**config.mk**
```make
export PLATFORM = sky130hd
export DESIGN_NAME = acq_trig_ctrl
export DESIGN_NICKNAME = d
export VERILOG_FILES = /design/src/rtl/trig_pkg.sv /design/src/rtl/trig_regs.sv /design/src/rtl/trig_detect.sv /design/src/rtl/trig_timer.sv /design/src/rtl/acq_trig_ctrl.sv
export SDC_FILE = /design/constraint.sdc
export NUM_CORES = 1
export LEC_CHECK = 0
export BUFFER_PORTS_ARGS = -buffer_cell sky130_fd_sc_hd__buf_2
export CORE_MARGIN = 5
export CORE_UTILIZATION = 53
export DETAILED_ROUTE_END_ITERATION = 12
export HOLD_SLACK_MARGIN = 0.03
export PLACE_DENSITY = 0.76
export SETUP_SLACK_MARGIN = 0.4
export SLEW_MARGIN = 20
export SYNTH_ARGS = -nofsm -noshare
export SYNTH_HDL_FRONTEND = slang
export SYNTH_SLANG_ARGS = --single-unit
```
**constraint.sdc**
```tcl
create_clock -name clk -period 2.5 [get_ports clk]
set_clock_uncertainty 0.05 [all_clocks]
set_input_delay 0.25 -clock clk [delete_from_list [all_inputs] [get_ports clk]]
set_output_delay 0.25 -clock clk [all_outputs]
set_load 0.005 [all_outputs]
```
**src/rtl/trig_pkg.sv**
```systemverilog
// Shared types and register addresses for the acquisition trigger controller.
package trig_pkg;
    typedef enum logic [1:0] {
        TT_AEDGE = 2'd0,
        TT_WIN   = 2'd1,
        TT_DEDGE = 2'd2,
        TT_OFF   = 2'd3
    } trig_type_e;

    typedef enum logic {
        ST_IDLE = 1'b0,
        ST_WAIT = 1'b1
    } trig_state_e;

    localparam logic [2:0] A_CTRL  = 3'd0;
    localparam logic [2:0] A_LEVEL = 3'd1;
    localparam logic [2:0] A_WLO   = 3'd2;
    localparam logic [2:0] A_WHI   = 3'd3;
    localparam logic [2:0] A_TMO   = 3'd4;
    localparam logic [2:0] A_CMD   = 3'd5;
endpackage

```
**src/rtl/trig_regs.sv**
```systemverilog
// Configuration register bank.
// Holds the trigger settings and decodes the command register into one-cycle
// arm and interrupt-clear strobes. Assumes DW <= 32 and 9 + IW <= 32.
module trig_regs
    import trig_pkg::*;
#(
    parameter int DW = 16,
    parameter int TW = 32,
    parameter int IW = 5
) (
    input  logic          clk,
    input  logic          rst_n,
    input  logic          we,
    input  logic [2:0]    addr,
    input  logic [31:0]   wdata,
    output trig_type_e    ttype,
    output logic          falling,
    output logic          irq_en,
    output logic [IW-1:0] irq_sel,
    output logic [DW-1:0] level,
    output logic [DW-1:0] win_lo,
    output logic [DW-1:0] win_hi,
    output logic [TW-1:0] tmo,
    output logic          arm,
    output logic          irq_clr
);
    // Store the settings on a write to their address.
    always_ff @(posedge clk) begin
        if (!rst_n) begin
            ttype   <= TT_AEDGE;
            falling <= 1'b0;
            irq_en  <= 1'b0;
            irq_sel <= '0;
            level   <= '0;
            win_lo  <= '0;
            win_hi  <= '0;
            tmo     <= '0;
        end else if (we) begin
            case (addr)
                A_CTRL: begin
                    ttype   <= trig_type_e'(wdata[1:0]);
                    falling <= wdata[2];
                    irq_en  <= wdata[3];
                    irq_sel <= wdata[4 +: IW];
                end
                A_LEVEL: level  <= wdata[DW-1:0];
                A_WLO:   win_lo <= wdata[DW-1:0];
                A_WHI:   win_hi <= wdata[DW-1:0];
                A_TMO:   tmo    <= wdata[TW-1:0];
                default: ;
            endcase
        end
    end

    // Decode the command strobes straight from the write.
    always_comb begin
        arm     = we && (addr == A_CMD) && wdata[0];
        irq_clr = we && (addr == A_CMD) && wdata[1];
    end
endmodule

```
**src/rtl/trig_detect.sv**
```systemverilog
// Trigger detectors.
// Holds the analog edge, analog window and digital edge detectors and gives
// the fire output of the one selected. The analog detectors act only on valid
// samples while active. The digital input is assumed asynchronous and is
// synchronised here.
module trig_detect
    import trig_pkg::*;
#(
    parameter int DW = 16
) (
    input  logic          clk,
    input  logic          rst_n,
    input  logic          arm,
    input  logic          active,
    input  trig_type_e    ttype,
    input  logic          falling,
    input  logic [DW-1:0] level,
    input  logic [DW-1:0] win_lo,
    input  logic [DW-1:0] win_hi,
    input  logic          smp_valid,
    input  logic [DW-1:0] smp_data,
    input  logic          dig_in,
    output logic          fire
);
    logic [DW-1:0] prev_q;
    logic          have_prev_q;
    logic [1:0]    sync_q;
    logic          dig_prev_q;
    logic          edge_hit, win_hit, dig_hit;

    // Keep the previous valid sample seen since the last arm.
    always_ff @(posedge clk) begin
        if (!rst_n) begin
            prev_q      <= '0;
            have_prev_q <= 1'b0;
        end else if (arm) begin
            have_prev_q <= 1'b0;
        end else if (active && smp_valid) begin
            prev_q      <= smp_data;
            have_prev_q <= 1'b1;
        end
    end

    // Two-flop synchroniser plus one delayed copy for transition detection.
    always_ff @(posedge clk) begin
        if (!rst_n) begin
            sync_q     <= '0;
            dig_prev_q <= 1'b0;
        end else begin
            sync_q     <= {sync_q[0], dig_in};
            dig_prev_q <= sync_q[1];
        end
    end

    // Evaluate each detector and select the programmed one.
    always_comb begin
        if (falling) edge_hit = have_prev_q && (prev_q > level) && (smp_data < level);
        else         edge_hit = have_prev_q && (prev_q < level) && (smp_data > level);
        win_hit = (smp_data > win_lo) && (smp_data < win_hi);
        if (falling) dig_hit = !sync_q[1] && dig_prev_q;
        else         dig_hit = sync_q[1] && !dig_prev_q;
        case (ttype)
            TT_AEDGE: fire = active && smp_valid && edge_hit;
            TT_WIN:   fire = active && smp_valid && win_hit;
            TT_DEDGE: fire = active && dig_hit;
            default:  fire = 1'b0;
        endcase
    end

    // an edge fire needs a valid sample stored since arming.
    a_r5_first_sample_blocked: assert property (@(posedge clk) disable iff (!rst_n)
        (arm) |=> !(fire && ttype == TT_AEDGE));
endmodule

```
**src/rtl/trig_timer.sv**
```systemverilog
// Wait timeout counter.
// Loads the limit on arm and counts down while active. It flags expiry on the
// cycle whose count is one. A zero limit disables expiry.
module trig_timer #(
    parameter int TW = 32
) (
    input  logic          clk,
    input  logic          rst_n,
    input  logic          arm,
    input  logic          active,
    input  logic [TW-1:0] limit,
    output logic          expire
);
    logic [TW-1:0] cnt_q;
    logic          lim_nz_q;

    // Load on arm, then count down toward one.
    always_ff @(posedge clk) begin
        if (!rst_n) begin
            cnt_q    <= '0;
            lim_nz_q <= 1'b0;
        end else if (arm) begin
            cnt_q    <= limit;
            lim_nz_q <= |limit;
        end else if (active && lim_nz_q && cnt_q != '0) begin
            cnt_q <= cnt_q - 1'b1;
        end
    end

    // Flag expiry when the last counted cycle is reached.
    always_comb expire = active && lim_nz_q && (cnt_q == TW'(1)) && !arm;

    // the count falls by exactly one per waiting cycle.
    a_r9_count_step: assert property (@(posedge clk) disable iff (!rst_n)
        (active && !arm && lim_nz_q && cnt_q > TW'(1)) |=> (cnt_q == $past(cnt_q) - 1'b1));
endmodule

```
**src/rtl/acq_trig_ctrl.sv**
```systemverilog
// Acquisition trigger controller, top level.
// Arming starts a wait. The wait ends on the selected trigger or on timeout;
// a trigger wins a tie. On a trigger it pulses acq_start and, if enabled, sets
// a sticky interrupt bit. Assumes a single clock domain except dig_in.
module acq_trig_ctrl
    import trig_pkg::*;
#(
    parameter int DW   = 16,
    parameter int TW   = 32,
    parameter int NIRQ = 32
) (
    input  logic            clk,
    input  logic            rst_n,
    input  logic            cfg_we,
    input  logic [2:0]      cfg_addr,
    input  logic [31:0]     cfg_wdata,
    input  logic            smp_valid,
    input  logic [DW-1:0]   smp_data,
    input  logic            dig_in,
    output logic            busy,
    output logic            timed_out,
    output logic            acq_start,
    output logic [NIRQ-1:0] irq_o
);
    localparam int IW = $clog2(NIRQ);

    trig_type_e    ttype;
    logic          falling, irq_en, arm, irq_clr, fire, expire, hit;
    logic [IW-1:0] irq_sel;
    logic [DW-1:0] level, win_lo, win_hi;
    logic [TW-1:0] tmo;
    trig_state_e   state_q;
    logic          active;

    trig_regs #(.DW(DW), .TW(TW), .IW(IW)) u_regs (
        .clk(clk), .rst_n(rst_n), .we(cfg_we), .addr(cfg_addr), .wdata(cfg_wdata),
        .ttype(ttype), .falling(falling), .irq_en(irq_en), .irq_sel(irq_sel),
        .level(level), .win_lo(win_lo), .win_hi(win_hi), .tmo(tmo),
        .arm(arm), .irq_clr(irq_clr)
    );

    trig_detect #(.DW(DW)) u_detect (
        .clk(clk), .rst_n(rst_n), .arm(arm), .active(active), .ttype(ttype),
        .falling(falling), .level(level), .win_lo(win_lo), .win_hi(win_hi),
        .smp_valid(smp_valid), .smp_data(smp_data), .dig_in(dig_in), .fire(fire)
    );

    trig_timer #(.TW(TW)) u_timer (
        .clk(clk), .rst_n(rst_n), .arm(arm), .active(active), .limit(tmo),
        .expire(expire)
    );

    // Trigger accepted this cycle; a concurrent arm restarts the wait instead.
    always_comb begin
        active = (state_q == ST_WAIT);
        hit    = active && fire && !arm;
    end

    // Wait state sequencing and the status flag.
    always_ff @(posedge clk) begin
        if (!rst_n) begin
            state_q   <= ST_IDLE;
            timed_out <= 1'b0;
            acq_start <= 1'b0;
        end else begin
            acq_start <= hit;
            if (arm) begin
                state_q   <= ST_WAIT;
                timed_out <= 1'b0;
            end else if (hit) begin
                state_q <= ST_IDLE;
            end else if (expire) begin
                state_q   <= ST_IDLE;
                timed_out <= 1'b1;
            end
        end
    end

    always_comb busy = active;

    // One sticky flop per interrupt line.
    for (genvar i = 0; i < NIRQ; i++) begin : g_irq
        always_ff @(posedge clk) begin
            if (!rst_n)                                     irq_o[i] <= 1'b0;
            else if (hit && irq_en && irq_sel == IW'(i))    irq_o[i] <= 1'b1;
            else if (irq_clr)                               irq_o[i] <= 1'b0;
        end
    end

    // the start pulse lasts one cycle.
    a_r10_single_pulse: assert property (@(posedge clk) disable iff (!rst_n)
        acq_start |=> !acq_start);
    // a start only follows a waiting cycle.
    a_r10_start_from_wait: assert property (@(posedge clk) disable iff (!rst_n)
        acq_start |-> $past(state_q == ST_WAIT));
    // a timeout exit never starts acquisition.
    a_r9_timeout_no_start: assert property (@(posedge clk) disable iff (!rst_n)
        $rose(timed_out) |-> !acq_start);
    // interrupt bits only drop after a clear command.
    a_r11_irq_sticky: assert property (@(posedge clk) disable iff (!rst_n)
        !irq_clr |=> ((irq_o & $past(irq_o)) == $past(irq_o)));
endmodule

```
# After elaboration in Yosys (flattened, before gate mapping)
# Index checks and enable logic that the tools add are counted.
[word_totals] register_bits=177 output_inout_bits=35 inputBits=56 word_cells=242
[op_classes] n_eq_ne=39 addsub=1 bitwise=3 magnitude_cmp=6 mux=41 n_reduce_logical=103
[op_table] cell="$eq 5x5->1 const B" n=16
[op_table] cell="$reduce_bool 2->1" n=33
[op_table] cell="$mux 32" n=2
[op_table] cell="$logic_and 1x1->1" n=53
[op_table] cell="$gt 16x16->1" n=3
[op_table] cell="$lt 16x16->1" n=3
[op_table] cell="$eq 5x4->1 const B" n=8
[op_table] cell="$mux 1" n=38
[op_table] cell="$eq 32x1->1 const B" n=1
[op_table] cell="$reduce_bool 32->1" n=1
[op_table] cell="$reduce_or 32->1" n=1
[op_table] cell="$sub 32x1->32 const B" n=1
[op_table] cell="$eq 5x3->1 const B" n=4
[op_table] cell="$reduce_and 2->1" n=7
[op_table] cell="$eq 5x2->1 const B" n=2
[op_table] cell="$eq 3x2->1 const B" n=2
[op_table] cell="$eq 3x3->1 const B" n=2
[op_table] cell="$eq 5x1->1 const B" n=1
[op_table] cell="$logic_not 5->1" n=1
[op_table] cell="$eq 3x1->1 const B" n=1
[op_table] cell="$logic_not 1->1" n=3
[op_table] cell="$logic_not 3->1" n=1
[op_table] cell="$not 1->1" n=3
[op_table] cell="$pmux 1 s3" n=1
[op_table] cell="5 further kinds" n=5

# Longest topological paths before layout
[depth] depth_word=11 ltp_mapped=10 depth_no_buf=9

# Cells and area by module
# From an unflattened synthesis, not the netlist that was laid out.
[hier_totals] hier_cells=1042 area_unflattened_um2=9143.8
[modules_own_cells] mod="trig_regs" seq_area_each_um2=1781.7 n_inst=1 area_per_inst_um2=3337.0 cells_per_inst=331
[modules_own_cells] mod="trig_detect" seq_area_each_um2=400.4 n_inst=1 area_per_inst_um2=2301.0 cells_per_inst=294
[modules_own_cells] mod="trig_timer" seq_area_each_um2=660.6 n_inst=1 area_per_inst_um2=2297.2 cells_per_inst=289
[modules_own_cells] mod="acq_trig_ctrl" seq_area_each_um2=700.7 n_inst=1 area_per_inst_um2=1208.7 cells_per_inst=128

# Least setup slack after synthesis
# OpenSTA, ideal clock, no wires.
[synth_timing] path_type="register to register" startpoint="register u_regs.level[14]" endpoint="register irq_o[10]" required_time_ps=2335 stages_incl_launch_ff=11 setup_slack_ps=-179 period_less_slack_ps=2679 arrival_time_ps=2514 setup_time_ps=115 path_buffers=1 cell_sequence="dfxtp_1 -> inv_1 -> ha_1 -> nand4_1 -> or4_1 -> o211ai_1 -> and4b_1 -> mux2_2 -> a211oi_4 -> buf_6 -> o21ai_2"
[synth_via] elab_chain_cells=11 word_cells_on_any_way=17 cone_classes="order compare (4); mux (3); reduce/logical (10)"
[synth_rtl] item="start, declared" line_no="trig_regs.sv:20" source="output logic [DW-1:0] level,"
[synth_rtl] item="start signal, assigned" line_no="trig_regs.sv:46" source="A_LEVEL: level <= wdata[DW-1:0];"
[synth_rtl] item="$lt 16x16->1 or $gt 16x16->1 (tied branches)" line_no="trig_detect.sv:58, trig_detect.sv:57"
[synth_rtl] item="$logic_and 1x1->1, on equally long branches (2 in series)" line_no="trig_detect.sv:58, trig_detect.sv:57"
[synth_rtl] item="$mux 1 *" line_no="trig_detect.sv:57" source="if (falling) edge_hit = have_prev_q && (prev_q > level) && (smp_data < level);"
[synth_rtl] item="$logic_and 1x1->1 *" line_no="trig_detect.sv:63" source="TT_AEDGE: fire = active && smp_valid && edge_hit;"
[synth_rtl] item="$pmux 1 s3 *" line_no="trig_detect.sv:62" source="case (ttype)"
[synth_rtl] item="$logic_and 1x1->1 * (2 in series)" line_no="acq_trig_ctrl.sv:56" source="hit = active && fire && !arm;"
[synth_rtl] item="$logic_and 1x1->1 * (2 in series)" line_no="acq_trig_ctrl.sv:85" source="else if (hit && irq_en && irq_sel == IW'(i)) irq_o[i] <= 1'b1;"
[synth_rtl] item="$mux 1 or $reduce_bool 2->1 (tied branches)"
[synth_rtl] item="end signal, assigned by index" line_no="acq_trig_ctrl.sv:84" source="if (!rst_n) irq_o[i] <= 1'b0;"
[synth_rtl] item="end signal, assigned by index" line_no="acq_trig_ctrl.sv:85"
[synth_rtl] item="end signal, assigned by index" line_no="acq_trig_ctrl.sv:86" source="else if (irq_clr) irq_o[i] <= 1'b0;"
[synth_rtl] item="end, declared" line_no="acq_trig_ctrl.sv:23" source="output logic [NIRQ-1:0] irq_o"
# Every way passes the cells marked *; elsewhere a longest branch is shown, timed or not.
# A chain may end at the register's enable or synchronous reset.

# Worst setup path after layout
[layout_timing] startpoint="register u_regs.level[11]" endpoint="register irq_o[6]"
# Same word-level chain as after synthesis.

==> flow_summary.yaml <==
placed_design:
  finalWeightedCongestion: 0.895
  dp_hpwl_mm: 15.4
  port_buffers: 90
  placed_cell_area_mm2: 0.00953
  pre_cts_ws_ns: -0.431
timing:
  timing.final.crit_share: 1.15
  fin_crit_ns: 2.86
  max_freq_ghz: 0.349
  grt_setup_unrepaired: "yes"
  hold_viol: 0
  worst-slew-pin-transition_ns: 0.824
  fin_ws_ns: -0.364
  slew_headroom: 0.449
  slew_viol_final: 0
  finalSetupViolations: 35
outcome:
  status: "finished with violations"
  violations: "negative setup slack"
yosys:
  dominantRegCellSynth: "dfxtp_1"
  ys_ff_latch: 177
  avgSynthCellArea_um2: 7.90
  async_reset_ff_frac: 0
  synth_edf_count: 0
  synth_common_cells: "nand2_1 (279), dfxtp_1 (177), a21oi_1 (156), ha_1 (65), inv_1 (51)"
  yosysMostFrequentCell: "nand2_1"
  seq_area_frac_synth: 0.412
  synth.cell_area_mm2: 0.00859
  syn_inst: 1088
  yosysTopAreaCellShare: 0.412
  synth.distinct_cells: 50
  syn_nets: 1209
  synth_warnings: 0
  yosysTopAreaCell: "dfxtp_1"
  synth_area_leaders: "dfxtp_1 (41%), nand2_1 (12%), ha_1 (9.5%), a21oi_1 (9.1%), o21ai_2 (3.0%)"
layout:
  finish.net_count: 1357
  num_antenna_cells: 0
  fillers: 1236
  multiInputGateArea_mm2: 0.00506
  regArea_mm2: 0.00356
  areaGrowthSynthToFinish_pct: 28.4
  final_util: 0.695
  finalInstanceArea_mm2: 0.0110
  drive_above_1_share: 0.240
die:
  io_pins: 91
  dieArea_mm2: 0.0189
  core-area_mm2: 0.0159
  num_rows: 46
  start_util: 0.541
  chipWidth_um: 137
  die_h_um: 137
power_and_ir_drop:
  p_per_area_mw_per_mm2: 565
  ir_worst_vdd_mv: 0.521
  leakage_nw: 4.18
clocking:
  clk_latency_ns: 0.44
  worst_setup_hold_path_clk_slew_ns: 0.07
  cts_tree: "done"
  clock_tree.root_cell: "clkbuf_16"
  htreeDepth: 4
  numCtsBuffers: 17
  clockBufferDepth: 2
  clock_sinks: 177
critical_path:
  crit_arrival_ns: 3.15
  setup.worst_path.start_class: "flop"
  worstSetupPathType: "reg -> reg"
  crit_required_ns: 2.79
  crit_path_end_kind: "flop"
  cp_max_fo: 8
grt:
  antenna_found_initial: 0
  grt_pass1_wl_mm: 37.0
  grt_max_degree: 113
  grt_pass1_vias: 7561
  overflow: 0
  grt_usage: 0.248
drt:
  drc: 0
  drt_pass1_iterations: 5
  post_drt_wl_per_cell_um: 16.5
  via_count: 8234
  drt-initial-drc-count: 702
  ant_nets: 0
  via_per_inst: 5.62
  wl_mm: 24.1
min_path:
  hold_path_class: "in -> reg"
run:
  cap_violations: 0
==> placed cells by master, fill, tap and decap left out, types with 4 or more instances in the layout <==
cell type,netlist,routed
xnor2_1,15,13
a21o_1,7,6
nor4_4,1,6
nor3_4,1,7
nor4_1,17,12
dlygate4sd3_1,0,21
o21ai_0,40,33
buf_6,3,8
nand2b_1,7,7
ha_4,0,4
nand4_1,12,12
dfxtp_1,177,168
buf_4,1,52
o21ai_1,0,4
nor3_1,18,11
and2_1,5,5
dfxtp_2,0,6
or4_4,0,4
o211ai_1,4,4
nand3_1,47,43
nor2_1,34,32
buf_2,0,90
inv_6,0,4
nand3_2,0,4
clkinv_2,0,4
inv_8,0,4
inv_2,0,4
clkbuf_16,0,19
nand2_4,0,5
ha_1,65,61
inv_1,51,46
o21ai_2,29,32
xor2_1,11,10
a31oi_1,6,4
nor2b_1,5,5
nand2_1,279,271
a21oi_1,156,153
buf_12,0,4
==> routing by layer <==
metal  vias up  wire (um)  track usage
met5         -          0            0
met4         0        512       0.0898
met3        52       1490       0.0486
met2       290      11900        0.422
met1      3861      10200        0.313
li1       4031          -            -
==> kinds of logic after synthesis <==
group                      count (synthesis)  synth area share
DFF                                      177             0.412
muxes                                      1           0.00131
buffers and inverters                    104            0.0485
adders and majority gates                 65            0.0946
xor gates and xnor gates                  26            0.0265
AOI/OAI and AO/OA                        264             0.182
and+or+nand+nor                          451             0.235
==> critical path, stage by stage, from the launching register on <==
cell       delay, ns
dfxtp_2         0.33
inv_2           0.05
ha_4            0.26
nand4_1         0.18
or4_4           0.56
o211ai_1        0.17
and4b_1         0.21
mux2_4          0.30
a211oi_4        0.16
buf_6           0.15
buf_8           0.13
clkbuf_16       0.16
o21ai_2         0.05
==> power breakdown <==
part,total [mW],leakage (nW),internal (mW),switching [mW]
clock network,2.57,0.275,1.33,1.24
registers,2.90,1.44,2.86,0.0407
logic,0.758,2.47,0.333,0.425
total,6.23,4.18,4.53,1.70
==> path summary, 6_finish.rpt <==
kind / to / slack [ns] / from / cells past startpoint
worst max-delay path: irq_o[6] / -0.36 / u_regs.level[11] / 12
worst min-delay path: u_regs.win_hi[13] / 0.04 / cfg_wdata[13] / 3
worst max register to register: irq_o[6] / -0.36 / u_regs.level[11] / 12
worst min register to register: irq_o[31] / 0.40 / irq_o[31] / 2
==> area by class of cell <==
class / instances / share of cell area
timing repair buffer: 182 / 0.126
clock inverter: 14 / 0.0108
clock buffer: 18 / 0.0398
tap: 216 / 0.0245
inverter: 51 / 0.0175
sequential: 177 / 0.323
multi-input combinational: 807 / 0.459
==> sequential cells by signal (all words and copies together), names as in the netlist <==
register              count
u_timer.cnt_q            32
u_detect.sync_q           2
busy                      1
u_regs.win_hi            16
u_detect.have_prev_q      1
u_detect.prev_q          16
u_regs.tmo               32
u_regs.irq_en             1
u_timer.lim_nz_q          1
u_regs.level             16
u_detect.dig_prev_q       1
timed_out                 1
u_regs.ttype              2
u_regs.irq_sel            5
u_regs.falling            1
u_regs.win_lo            16
acq_start                 1
irq_o                    32
==> per-stage QoR <==
stage | total power, mW | hold WS, ns | std cells | TNS (ns)
after floorplan | 3.29 | 0.327 | 1088 | -3.64
after global placement | 3.51 | 0.379 | 1389 | -9.06
after detailed placement | 3.53 | 0.385 | 1389 | -11.67
after CTS | 6.15 | 0.0339 | 1454 | -10.41
after global routing | 6.46 | 0.0445 | 1465 | -14.58
final | 6.23 | 0.0437 | 1465 | -11.52
==> what timing repair did <==
item,in CTS,in global routing
cloned,3,2
hold endpoints to repair,23,0
hold buffers,21,0
pin swaps,14,53
setup endpoints to repair,65,65
buffers inserted,9,9
gates resized for setup,29,69
Power figures use the tool's default switching activity.
